`src/rtl/awd_pkg.sv`:
```
package awd_pkg;
    localparam int AW     = 32;
    localparam int PAGE_W = 16;
    localparam int UP_W   = AW - PAGE_W;
    localparam int TGT_W  = 4;
    localparam int ATTR_W = 8;

    typedef enum logic [1:0] {
        REG_CTRL = 2'd0,
        REG_BASE = 2'd1,
        REG_RLO  = 2'd2,
        REG_RHI  = 2'd3
    } awd_reg_e;

    typedef enum logic [1:0] {
        RES_IDLE = 2'd0,
        RES_HIT  = 2'd1,
        RES_MISS = 2'd2
    } awd_res_e;

    typedef struct packed {
        logic              en;
        logic [ATTR_W-1:0] attr;
        logic [TGT_W-1:0]  tgt;
        logic [UP_W-1:0]   size;
    } awd_ctrl_t;
endpackage

```
`src/rtl/awd_regs.sv`:
```
module awd_regs
    import awd_pkg::*;
#(
    parameter int NUM_WIN   = 8,
    parameter int NUM_REMAP = 4,
    localparam int IDX_W    = $clog2(NUM_WIN)
) (
    input  logic             clk,
    input  logic             rst_n,
    input  logic             cfg_wr,
    input  logic [IDX_W-1:0] cfg_win,
    input  awd_reg_e         cfg_reg,
    input  logic [AW-1:0]    cfg_wdata,
    output logic [AW-1:0]    cfg_rdata,
    output awd_ctrl_t        ctrl_o [NUM_WIN],
    output logic [UP_W-1:0]  base_o [NUM_WIN],
    output logic [UP_W-1:0]  rlo_o  [NUM_WIN]
);
    logic [AW-1:0] rhi [NUM_WIN];

    for (genvar w = 0; w < NUM_WIN; w++) begin : g_win
        logic sel_w;
        assign sel_w = cfg_wr && (cfg_win == IDX_W'(w));

        always_ff @(posedge clk or negedge rst_n) begin
            if (!rst_n) begin
                ctrl_o[w] <= '0;
                base_o[w] <= '0;
            end else if (sel_w && cfg_reg == REG_CTRL) begin
                ctrl_o[w] <= '{en:   cfg_wdata[31],
                               attr: cfg_wdata[27:20],
                               tgt:  cfg_wdata[19:16],
                               size: cfg_wdata[15:0]};
            end else if (sel_w && cfg_reg == REG_BASE) begin
                base_o[w] <= cfg_wdata[AW-1:PAGE_W];
            end
        end

        if (w < NUM_REMAP) begin : g_remap
            always_ff @(posedge clk or negedge rst_n) begin
                if (!rst_n) begin
                    rlo_o[w] <= '0;
                    rhi[w]   <= '0;
                end else if (sel_w && cfg_reg == REG_RLO) begin
                    rlo_o[w] <= cfg_wdata[AW-1:PAGE_W];
                end else if (sel_w && cfg_reg == REG_RHI) begin
                    rhi[w] <= cfg_wdata;
                end
            end
        end else begin : g_noremap
            assign rlo_o[w] = '0;
            assign rhi[w]   = '0;
        end
    end

    always_comb begin
        unique case (cfg_reg)
            REG_CTRL: cfg_rdata = {ctrl_o[cfg_win].en, 3'b000, ctrl_o[cfg_win].attr,
                                   ctrl_o[cfg_win].tgt, ctrl_o[cfg_win].size};
            REG_BASE: cfg_rdata = {base_o[cfg_win], {PAGE_W{1'b0}}};
            REG_RLO:  cfg_rdata = {rlo_o[cfg_win], {PAGE_W{1'b0}}};
            REG_RHI:  cfg_rdata = rhi[cfg_win];
            default:  cfg_rdata = '0;
        endcase
    end

    // a control write is visible on the read port one cycle later
    p_ctrl_wb_r11: assert property (@(posedge clk) disable iff (!rst_n)
        (cfg_wr && cfg_reg == REG_CTRL) |=>
        (ctrl_o[$past(cfg_win)].size == $past(cfg_wdata[15:0])));
endmodule

```
`src/rtl/awd_match.sv`:
```
module awd_match
    import awd_pkg::*;
#(
    parameter int NUM_WIN = 8
) (
    input  logic [AW-1:0]      addr,
    input  awd_ctrl_t          ctrl_i [NUM_WIN],
    input  logic [UP_W-1:0]    base_i [NUM_WIN],
    output logic [NUM_WIN-1:0] hit_vec
);
    logic [UP_W-1:0] page;
    assign page = addr[AW-1:PAGE_W];

    for (genvar w = 0; w < NUM_WIN; w++) begin : g_cmp
        assign hit_vec[w] = ctrl_i[w].en &&
            ((page & ~ctrl_i[w].size) == (base_i[w] & ~ctrl_i[w].size));
    end
endmodule

```
`src/rtl/addr_win_decoder.sv`:
```
module addr_win_decoder
    import awd_pkg::*;
#(
    parameter int NUM_WIN   = 8,
    parameter int NUM_REMAP = 4,
    localparam int IDX_W    = $clog2(NUM_WIN)
) (
    input  logic              clk,
    input  logic              rst_n,
    input  logic              cfg_wr,
    input  logic [IDX_W-1:0]  cfg_win,
    input  logic [1:0]        cfg_reg,
    input  logic [AW-1:0]     cfg_wdata,
    output logic [AW-1:0]     cfg_rdata,
    input  logic              in_valid,
    input  logic [AW-1:0]     in_addr,
    output logic              out_valid,
    output logic              out_hit,
    output logic              out_miss,
    output logic [IDX_W-1:0]  out_idx,
    output logic [TGT_W-1:0]  out_target,
    output logic [ATTR_W-1:0] out_attr,
    output logic [AW-1:0]     out_addr
);
    awd_ctrl_t          ctrl   [NUM_WIN];
    logic [UP_W-1:0]    base   [NUM_WIN];
    logic [UP_W-1:0]    rlo    [NUM_WIN];
    logic [NUM_WIN-1:0] hit_vec;
    logic [NUM_WIN-1:0] en_vec;

    awd_regs #(.NUM_WIN(NUM_WIN), .NUM_REMAP(NUM_REMAP)) u_regs (
        .clk(clk), .rst_n(rst_n), .cfg_wr(cfg_wr), .cfg_win(cfg_win),
        .cfg_reg(awd_reg_e'(cfg_reg)), .cfg_wdata(cfg_wdata), .cfg_rdata(cfg_rdata),
        .ctrl_o(ctrl), .base_o(base), .rlo_o(rlo)
    );

    awd_match #(.NUM_WIN(NUM_WIN)) u_match (
        .addr(in_addr), .ctrl_i(ctrl), .base_i(base), .hit_vec(hit_vec)
    );

    for (genvar w = 0; w < NUM_WIN; w++) begin : g_en
        assign en_vec[w] = ctrl[w].en;
    end

    // lowest index wins
    logic [IDX_W-1:0] win_idx;
    logic             found;
    always_comb begin
        win_idx = '0;
        found   = 1'b0;
        for (int i = NUM_WIN - 1; i >= 0; i--) begin
            if (hit_vec[i]) begin
                win_idx = IDX_W'(i);
                found   = 1'b1;
            end
        end
    end

    logic [AW-1:0] mask;
    logic [AW-1:0] xaddr;
    always_comb begin
        mask = {ctrl[win_idx].size, {PAGE_W{1'b1}}};
        if (found && int'(win_idx) < NUM_REMAP)
            xaddr = ({rlo[win_idx], {PAGE_W{1'b0}}} & ~mask) | (in_addr & mask);
        else
            xaddr = in_addr;
    end

    // result state register
    awd_res_e         res_q, res_d;
    logic [IDX_W-1:0] idx_q;
    logic [AW-1:0]    addr_q;

    always_comb begin
        if (!in_valid)  res_d = RES_IDLE;
        else if (found) res_d = RES_HIT;
        else            res_d = RES_MISS;
    end

    always_ff @(posedge clk or negedge rst_n) begin
        if (!rst_n) begin
            res_q  <= RES_IDLE;
            idx_q  <= '0;
            addr_q <= '0;
        end else begin
            res_q  <= res_d;
            idx_q  <= found ? win_idx : '0;
            addr_q <= xaddr;
        end
    end

    // output process
    always_comb begin
        out_valid  = 1'b0;
        out_hit    = 1'b0;
        out_miss   = 1'b0;
        out_idx    = '0;
        out_target = '0;
        out_attr   = '0;
        out_addr   = addr_q;
        unique case (res_q)
            RES_IDLE: ;
            RES_HIT: begin
                out_valid  = 1'b1;
                out_hit    = 1'b1;
                out_idx    = idx_q;
                out_target = ctrl[idx_q].tgt;
                out_attr   = ctrl[idx_q].attr;
            end
            RES_MISS: begin
                out_valid = 1'b1;
                out_miss  = 1'b1;
            end
            default: ;
        endcase
    end

    p_lat_r10: assert property (@(posedge clk) disable iff (!rst_n)
        in_valid |=> out_valid);
    p_idle_r10: assert property (@(posedge clk) disable iff (!rst_n)
        !in_valid |=> !out_valid);
    p_miss_zero_r4: assert property (@(posedge clk) disable iff (!rst_n)
        out_miss |-> (out_target == '0 && out_attr == '0 && out_addr == $past(in_addr)));
    p_enabled_r5: assert property (@(posedge clk) disable iff (!rst_n)
        out_hit |-> |($past(en_vec) & (NUM_WIN'(1) << out_idx)));
    p_prio_r3: assert property (@(posedge clk) disable iff (!rst_n)
        out_hit |-> (($past(hit_vec) & ((NUM_WIN'(1) << out_idx) - NUM_WIN'(1))) == '0));
    p_pass_r9: assert property (@(posedge clk) disable iff (!rst_n)
        (out_hit && int'(out_idx) >= NUM_REMAP) |-> out_addr == $past(in_addr));
    p_page_r1: assert property (@(posedge clk) disable iff (!rst_n)
        out_valid |-> out_addr[PAGE_W-1:0] == $past(in_addr[PAGE_W-1:0]));
endmodule

```
`config.mk`:
```
export PLATFORM = sky130hd
export DESIGN_NAME = addr_win_decoder
export DESIGN_NICKNAME = d
export VERILOG_FILES = /design/src/rtl/awd_pkg.sv /design/src/rtl/awd_regs.sv /design/src/rtl/awd_match.sv /design/src/rtl/addr_win_decoder.sv
export SDC_FILE = /design/constraint.sdc
export NUM_CORES = 1
export LEC_CHECK = 0
export BUFFER_PORTS_ARGS = -buffer_cell sky130_fd_sc_hd__buf_4
export CORE_MARGIN = 2
export CORE_UTILIZATION = 55
export CTS_BUF_LIST = sky130_fd_sc_hd__clkbuf_16
export DETAILED_ROUTE_END_ITERATION = 8
export PLACE_DENSITY_LB_ADDON = 0.05
export SYNTH_ARGS = -nofsm -noshare
export SYNTH_HDL_FRONTEND = slang
export SYNTH_SLANG_ARGS = --single-unit
```
`constraint.sdc`:
```
create_clock -name clk -period 3.4 [get_ports clk]
set_input_delay 0.17 -clock clk [delete_from_list [all_inputs] [get_ports clk]]
set_output_delay 0.17 -clock clk [all_outputs]
set_load 0.01 [all_outputs]
```
-- Yosys cells after proc, flatten, opt, wreduce, memory -nomap -nowiden
Index checks and enable logic that the tools add are counted.
- $add $sub $neg: 0
- multiply operators: 0
- divide/modulo/power cells: 0
- $lt $le $gt $ge: 4
- eq/ne operators: 20
- shift-type cells: 0
- mux-type cells: 48
- bitwise gates (word level): 43
- reductions and logical operators: 56
- operator list (operator ; count):
    $bmux W29 S3 ; 3
    $and A16 B16 Y16 ; 16
    $bmux W16 S3 ; 3
    $eq A16 B16 Y1 ; 8
    $mux W16 ; 8
    $not A16 Y16 ; 8
    $pmux W32 S4 ; 1
    $bmux W32 S3 ; 1
    $mux W32 ; 3
    $and A32 B32 Y32 ; 2
    $mux W29 ; 2
    $mux W28 ; 2
    $logic_and A1 B1 Y1 ; 41
    $not A32 Y32 ; 1
    $or A32 B32 Y32 ; 1
    $mux W3 ; 10
    $reduce_and A2 Y1 ; 12
    $eq A3 B3 Y1 const B ; 4
    $ge A4 B4 Y1 const B ; 3
    $not A1 Y1 ; 12
    $not A3 Y4 ; 3
    $mux W1 ; 11
    $mux W8 ; 1
    $eq A2 B2 Y1 const B ; 3
    9 further kinds ; 12
- register bits after elaboration: 589
- latch bits: 0
- bits in writable memories: 0
- ROM bits: 0
- output and inout bits: 82
- word-level logic and storage cells: 222
- memories: 0

-- Depth between registers and ports, before layout
- depth after elaboration: 20
- gate-level depth with buffers: 12
- gate-level depth less buffers: 8

-- By module
A second synthesis with hierarchy kept.
- cells, all modules: 2213
- area total of the unflattened synthesis: 30545.5 µm²
- by module, submodules not included (module ; times used ; cells each ; area an instance (µm²) ; seq. area each (µm²)):
    awd_regs ; 1 ; 1661 ; 25629.6 ; 13813.2
    addr_win_decoder ; 1 ; 302 ; 3035.4 ; 925.9
    awd_match ; 1 ; 250 ; 1880.6 ; 0.0

-- Worst setup path after synthesis
No wires, ideal clock.
- kind: flip-flop to flip-flop
- start point: reg u_regs.base_o[8] in the netlist's numbering
- end point: reg addr_q[20], in the netlist out_addr[20]
- arrival: 2.342 ns
- slack: 0.964 ns
- stages on the path, launching flop included: 10
- clock period less this slack: 2.436 ns
- path through: dfrtp_1 xnor2_2 o22ai_1 or4_4 nor4_4 nand2_1 a311oi_2 buf_6 mux2_2 a211oi_1
- longest elaborated chain between the ends: 19
- RTL lines (element ; RTL line ; text):
    start, declared ; awd_regs.sv:16 ; output logic [UP_W-1:0] base_o [NUM_WIN],
    start signal, assigned by index ; awd_regs.sv:35 ; base_o[w] <= cfg_wdata[AW-1:PAGE_W];
    $and A16 B16 Y16 * ; awd_match.sv:16 ; ((page & ~ctrl_i[w].size) == (base_i[w] & ~ctrl_i[w].size));
    $eq A16 B16 Y1 * ; awd_match.sv:16 ;
    $logic_and A1 B1 Y1 * ; awd_match.sv:15 ; assign hit_vec[w] = ctrl_i[w].en &&
    $mux W3 (8 in a row) ; addr_win_decoder.sv:52 ; if (hit_vec[i]) begin
    $not A3 Y4 (implied by the code) ; addr_win_decoder.sv:62, addr_win_decoder.sv:64 ;
    $bmux W29 S3 ; addr_win_decoder.sv:62 ; mask = {ctrl[win_idx].size, {PAGE_W{1'b1}}};
    $mux W16 (implied by the code) (2 in a row) ; addr_win_decoder.sv:62 ;
    $not A32 Y32 ; addr_win_decoder.sv:64 ; xaddr = ({rlo[win_idx], {PAGE_W{1'b0}}} & ~mask) | (in_addr & mask);
    $and A32 B32 Y32 ; addr_win_decoder.sv:64 ;
    $or A32 B32 Y32 ; addr_win_decoder.sv:64 ;
    $mux W32 * ; addr_win_decoder.sv:63 ; if (found && int'(win_idx) < NUM_REMAP)
    via xaddr[20] ; addr_win_decoder.sv:60 ; logic [AW-1:0] xaddr;
    end signal, assigned ; addr_win_decoder.sv:88 ; addr_q <= xaddr;
    end, declared ; addr_win_decoder.sv:72 ; logic [AW-1:0] addr_q;
Mark *: on every way through the listed nets, which the timed path passes. The rest lies on a longest branch. The select of a mux whose other input is x is not followed.
A chain may end at the register's enable or synchronous reset.

-- Worst setup path in the final report
- start point: reg u_regs.base_o[84] in the netlist's numbering
- end point: reg addr_q[20], in the netlist out_addr[20]
- longest elaborated chain between the ends: 14
- RTL lines (element ; RTL line):
    $and A16 B16 Y16 * ; awd_match.sv:16
    $eq A16 B16 Y1 * ; awd_match.sv:16
    $logic_and A1 B1 Y1 * ; awd_match.sv:15
    $mux W3 (3 in a row) ; addr_win_decoder.sv:52
    $not A3 Y4 (implied by the code) ; addr_win_decoder.sv:62, addr_win_decoder.sv:64
    $bmux W29 S3 ; addr_win_decoder.sv:62
    $mux W16 (implied by the code) (2 in a row) ; addr_win_decoder.sv:62
    $not A32 Y32 ; addr_win_decoder.sv:64
    $and A32 B32 Y32 ; addr_win_decoder.sv:64
    $or A32 B32 Y32 ; addr_win_decoder.sv:64
    $mux W32 * ; addr_win_decoder.sv:63
    via xaddr[20] ; addr_win_decoder.sv:60
Marked as above.

==> impl_metrics.py <==
metrics = {
    "finish": {
        "final_layout_size_suffix_gt1_share_pct": 46.09,
        "finish.utilization_pct": 64.32,
        "fin_area_um2": 34610,
        "fillers": 4119,
        "nets": 2381,
        "multi_input_area_um2": 14340,
        "regArea_um2": 14740,
        "area_growth_syn_to_layout_pct": 15.43,
        "layout.cells.non_filler": 3053,
    },
    "worst_setup_path": {
        "cp.required_ns": 3.91,
        "start_kind": "flop",
        "crit_arrival_ns": 3.71,
        "worstSetupPathType": "flop to flop",
        "cpMostUsedCell": "nor4_1",
        "path_cells": "xnor2_1 -> o22ai_1 -> nor4_1 -> nand2_1 -> nor4_1 -> buf_4 -> a311oi_4 -> buf_12 -> mux2_2 -> a211oi_1",
        "crit_buf_inv": 2,
        "critPathSlowestCell": "nor4_1",
        "max_stage_delay_ns": 0.54,
        "cp-end-kind": "flop",
        "crit_fanout": 17,
        "cp_top_family": "simple AND/OR/NAND/NOR gates",
    },
    "yosys": {
        "synth_cells": 2133,
        "synth_nets": 2208,
        "yosys_most_used_dff": "dfrtp_1",
        "syn_area_um2": 29990,
        "synth_edf_count": 0,
        "yosysTopAreaCell": "dfrtp_1",
        "synth_common_cells": "589 x dfrtp_1, 556 x mux2_2, 175 x mux4_2",
        "synth_area_leaders": "dfrtp_1 49%, mux2_2 21%, mux4_2 13%",
        "yosysWarnings": 0,
        "ys_ff_latch": 589,
        "synth_top_area_share_pct": 49.16,
        "synthDistinctLibCells": 50,
        "yosysMostFrequentCell": "dfrtp_1",
        "synthArstFlopShare_pct": 100.0,
        "avgSynthCellArea_um2": 14.06,
        "synth-seq-area-share_pct": 49.16,
    },
    "route": {
        "drt-initial-drc-count": 2026,
        "wl_um": 98670,
        "vias": 20480,
        "vias_per_cell": 6.708,
        "drc": 0,
        "wl_per_cell_um": 32.32,
        "detail_route.first_pass.iterations": 5,
        "ant_nets": 0,
    },
    "timing": {
        "hold_viol_final": 0,
        "finalClockSkew_ns": 0.02136,
        "setup_violations": 0,
        "fmax_ghz": 0.3133,
        "rsz0062_at_grt": "false",
        "worst-slew-pin-transition_ns": 1.050,
        "finalWorstSetupSlack_ns": 0.2086,
        "final.setup.tns_ns": 0,
        "slew_headroom_pct": 29.77,
        "fin_crit_ns": 3.191,
        "drv_slew": 0,
        "finalCritPeriodShare_pct": 93.86,
    },
    "global_route": {
        "met3_usage_pct": 8.257,
        "grt_remaining_overflow": 0,
        "grt_pass1_vias": 20800,
        "grt_usage_pct": 35.89,
        "grt_max_degree": 84,
        "grt_antenna_before_repair": 6,
        "grt_util_met2_pct": 53.55,
        "top_usage_layer": "met2",
        "grt_pass1_wl_um": 145600,
        "met1_usage_pct": 51.17,
    },
    "clock_network": {
        "clock-sinks": 589,
        "htree_levels": 3,
        "clk_path_buf_depth": 3,
        "clk_latency_ns": 0.61,
        "cts-root-buf": "clkbuf_16",
        "post_cts_resized": 0,
        "post_cts.repair.setup_buffers": 0,
        "clkTransAtPathRegs_ns": 0.06,
        "holdBufCountCts": 42,
        "cts_buffers": 67,
        "cts_tree": "done",
    },
    "place": {
        "place_congestion": 0.9775,
        "placed_cell_area_um2": 32190,
        "place_inst": 2891,
        "dp_hpwl_um": 68100,
        "dp_slack_ns": 0.3742,
        "portBuffers": 154,
    },
    "run_status": {
        "outcome": "finished clean",
    },
    "die": {
        "row_count": 85,
        "fp.dieW_um": 237.5,
        "die_h_um": 237.5,
        "io_pins": 155,
        "initial_core_util_pct": 55.72,
        "dieArea_um2": 56400,
        "core_region_area_um2": 53810,
    },
    "hold_path": {
        "hp-class": "primary input to flop",
    },
    "job": {
        "max_cap_violations": 0,
    },
    "power": {
        "vdd_drop_max_mv": 0.3970,
        "power.density_nw_per_um2": 600.1,
        "leakage_nw": 15.01,
    },
}
path summary, 6_finish.rpt:
path / startpoint / endpoint / slack [ns] / cells past startpoint
min: cfg_wdata[1] / u_regs.rhi[161]$_DFFE_PN0P_ / 0.03 / 2
min in group asynchronous: rst_n / u_regs.ctrl_o[50]$_DFFE_PN0P_ / 0.17 / 2
min reg2reg: u_regs.rhi[240]$_DFFE_PN0P_ / u_regs.rhi[240]$_DFFE_PN0P_ / 0.50 / 1
max reg2reg: u_regs.base_o[84]$_DFFE_PN0P_ / out_addr[20]$_DFF_PN0_ / 0.21 / 10
max in group asynchronous: rst_n / out_addr[7]$_DFF_PN0_ / 2.25 / 3
max: u_regs.base_o[84]$_DFFE_PN0P_ / out_addr[20]$_DFF_PN0_ / 0.21 / 10
logic make-up (layout without fill, tap and decap cells):
family / Yosys count / count (layout) / share of synthesized area, %
mux: 771 / 771 / 35.36
flops: 589 / 589 / 49.16
buf+inv: 222 / 443 / 3.209
simple gates: 216 / 216 / 3.939
compound gates: 205 / 205 / 4.490
xor+xnor: 128 / 128 / 3.764
fa+ha+maj: 2 / 2 / 0.08344
other cells: 0 / 3 / 0
state kept, by name, indices dropped and copies added, names as in the netlist:
| name | flops |
|---|---|
| out_addr | 32 |
| u_regs.ctrl_o | 232 |
| u_regs.rlo_o | 64 |
| u_regs.base_o | 128 |
| u_regs.rhi | 128 |
| idx_q | 3 |
| res_q | 2 |
metrics by stage:
step                      hold slack (ns)  total power, mW
after floorplan                   -0.1256            12.07
after global placement             0.2231            13.84
after detailed placement           0.2350            13.98
after CTS                        0.005359            20.78
after global routing              0.02813            21.56
final                             0.03468            20.77
report_power, final:
part           total (mW)  leakage, nW  switching (mW)  internal (mW)
Combinational        4.48         6.46            2.03           2.45
Sequential           9.55         7.50            1.22           8.33
Clock                6.74         1.06            2.93           3.82
area by class of cell:
| class | count | share of cell area [%] |
|---|---|---|
| diodes | 3 | 0.02169 |
| clock inverters | 46 | 0.6363 |
| flip-flops and latches | 589 | 42.59 |
| repair buffers | 293 | 7.328 |
| clock buffers | 71 | 5.133 |
| inverters | 33 | 0.3579 |
| well taps | 696 | 2.516 |
| multi-input cells | 1322 | 41.42 |
cell usage in the layout, fill, tap and decap left out, types with 11 or more instances in the layout:
| cell | Yosys | layout |
|---|---|---|
| nor2b_1 | 16 | 16 |
| a22oi_1 | 20 | 20 |
| nor2_1 | 66 | 65 |
| nand2_1 | 14 | 12 |
| o21ai_0 | 35 | 35 |
| dfrtp_1 | 589 | 588 |
| clkinv_1 | 0 | 14 |
| buf_4 | 5 | 231 |
| nor3b_1 | 13 | 13 |
| clkbuf_16 | 0 | 71 |
| mux4_2 | 175 | 175 |
| inv_1 | 33 | 52 |
| a211oi_1 | 16 | 16 |
| or3_1 | 17 | 17 |
| nor3_1 | 27 | 24 |
| o22ai_1 | 85 | 85 |
| dlygate4sd3_1 | 0 | 42 |
| mux2i_1 | 40 | 40 |
| xnor2_1 | 127 | 127 |
| buf_12 | 1 | 17 |
| nor4_1 | 13 | 11 |
| mux2_2 | 556 | 556 |
worst reg2reg max path: stages (launching register included):
cell      delay (ns)
dfrtp_1         0.40
xnor2_1         0.38
o22ai_1         0.21
nor4_1          0.54
nand2_1         0.11
nor4_1          0.43
buf_4           0.24
a311oi_4        0.05
buf_12          0.20
mux2_2          0.30
a211oi_1        0.25
metal layers:
metal	vias up	routed length, um
met5	-	40
met4	6	4122
met3	202	8844
met2	1004	44680
met1	10910	40990
li1	8355	-
Power figures use the tool's default switching activity.
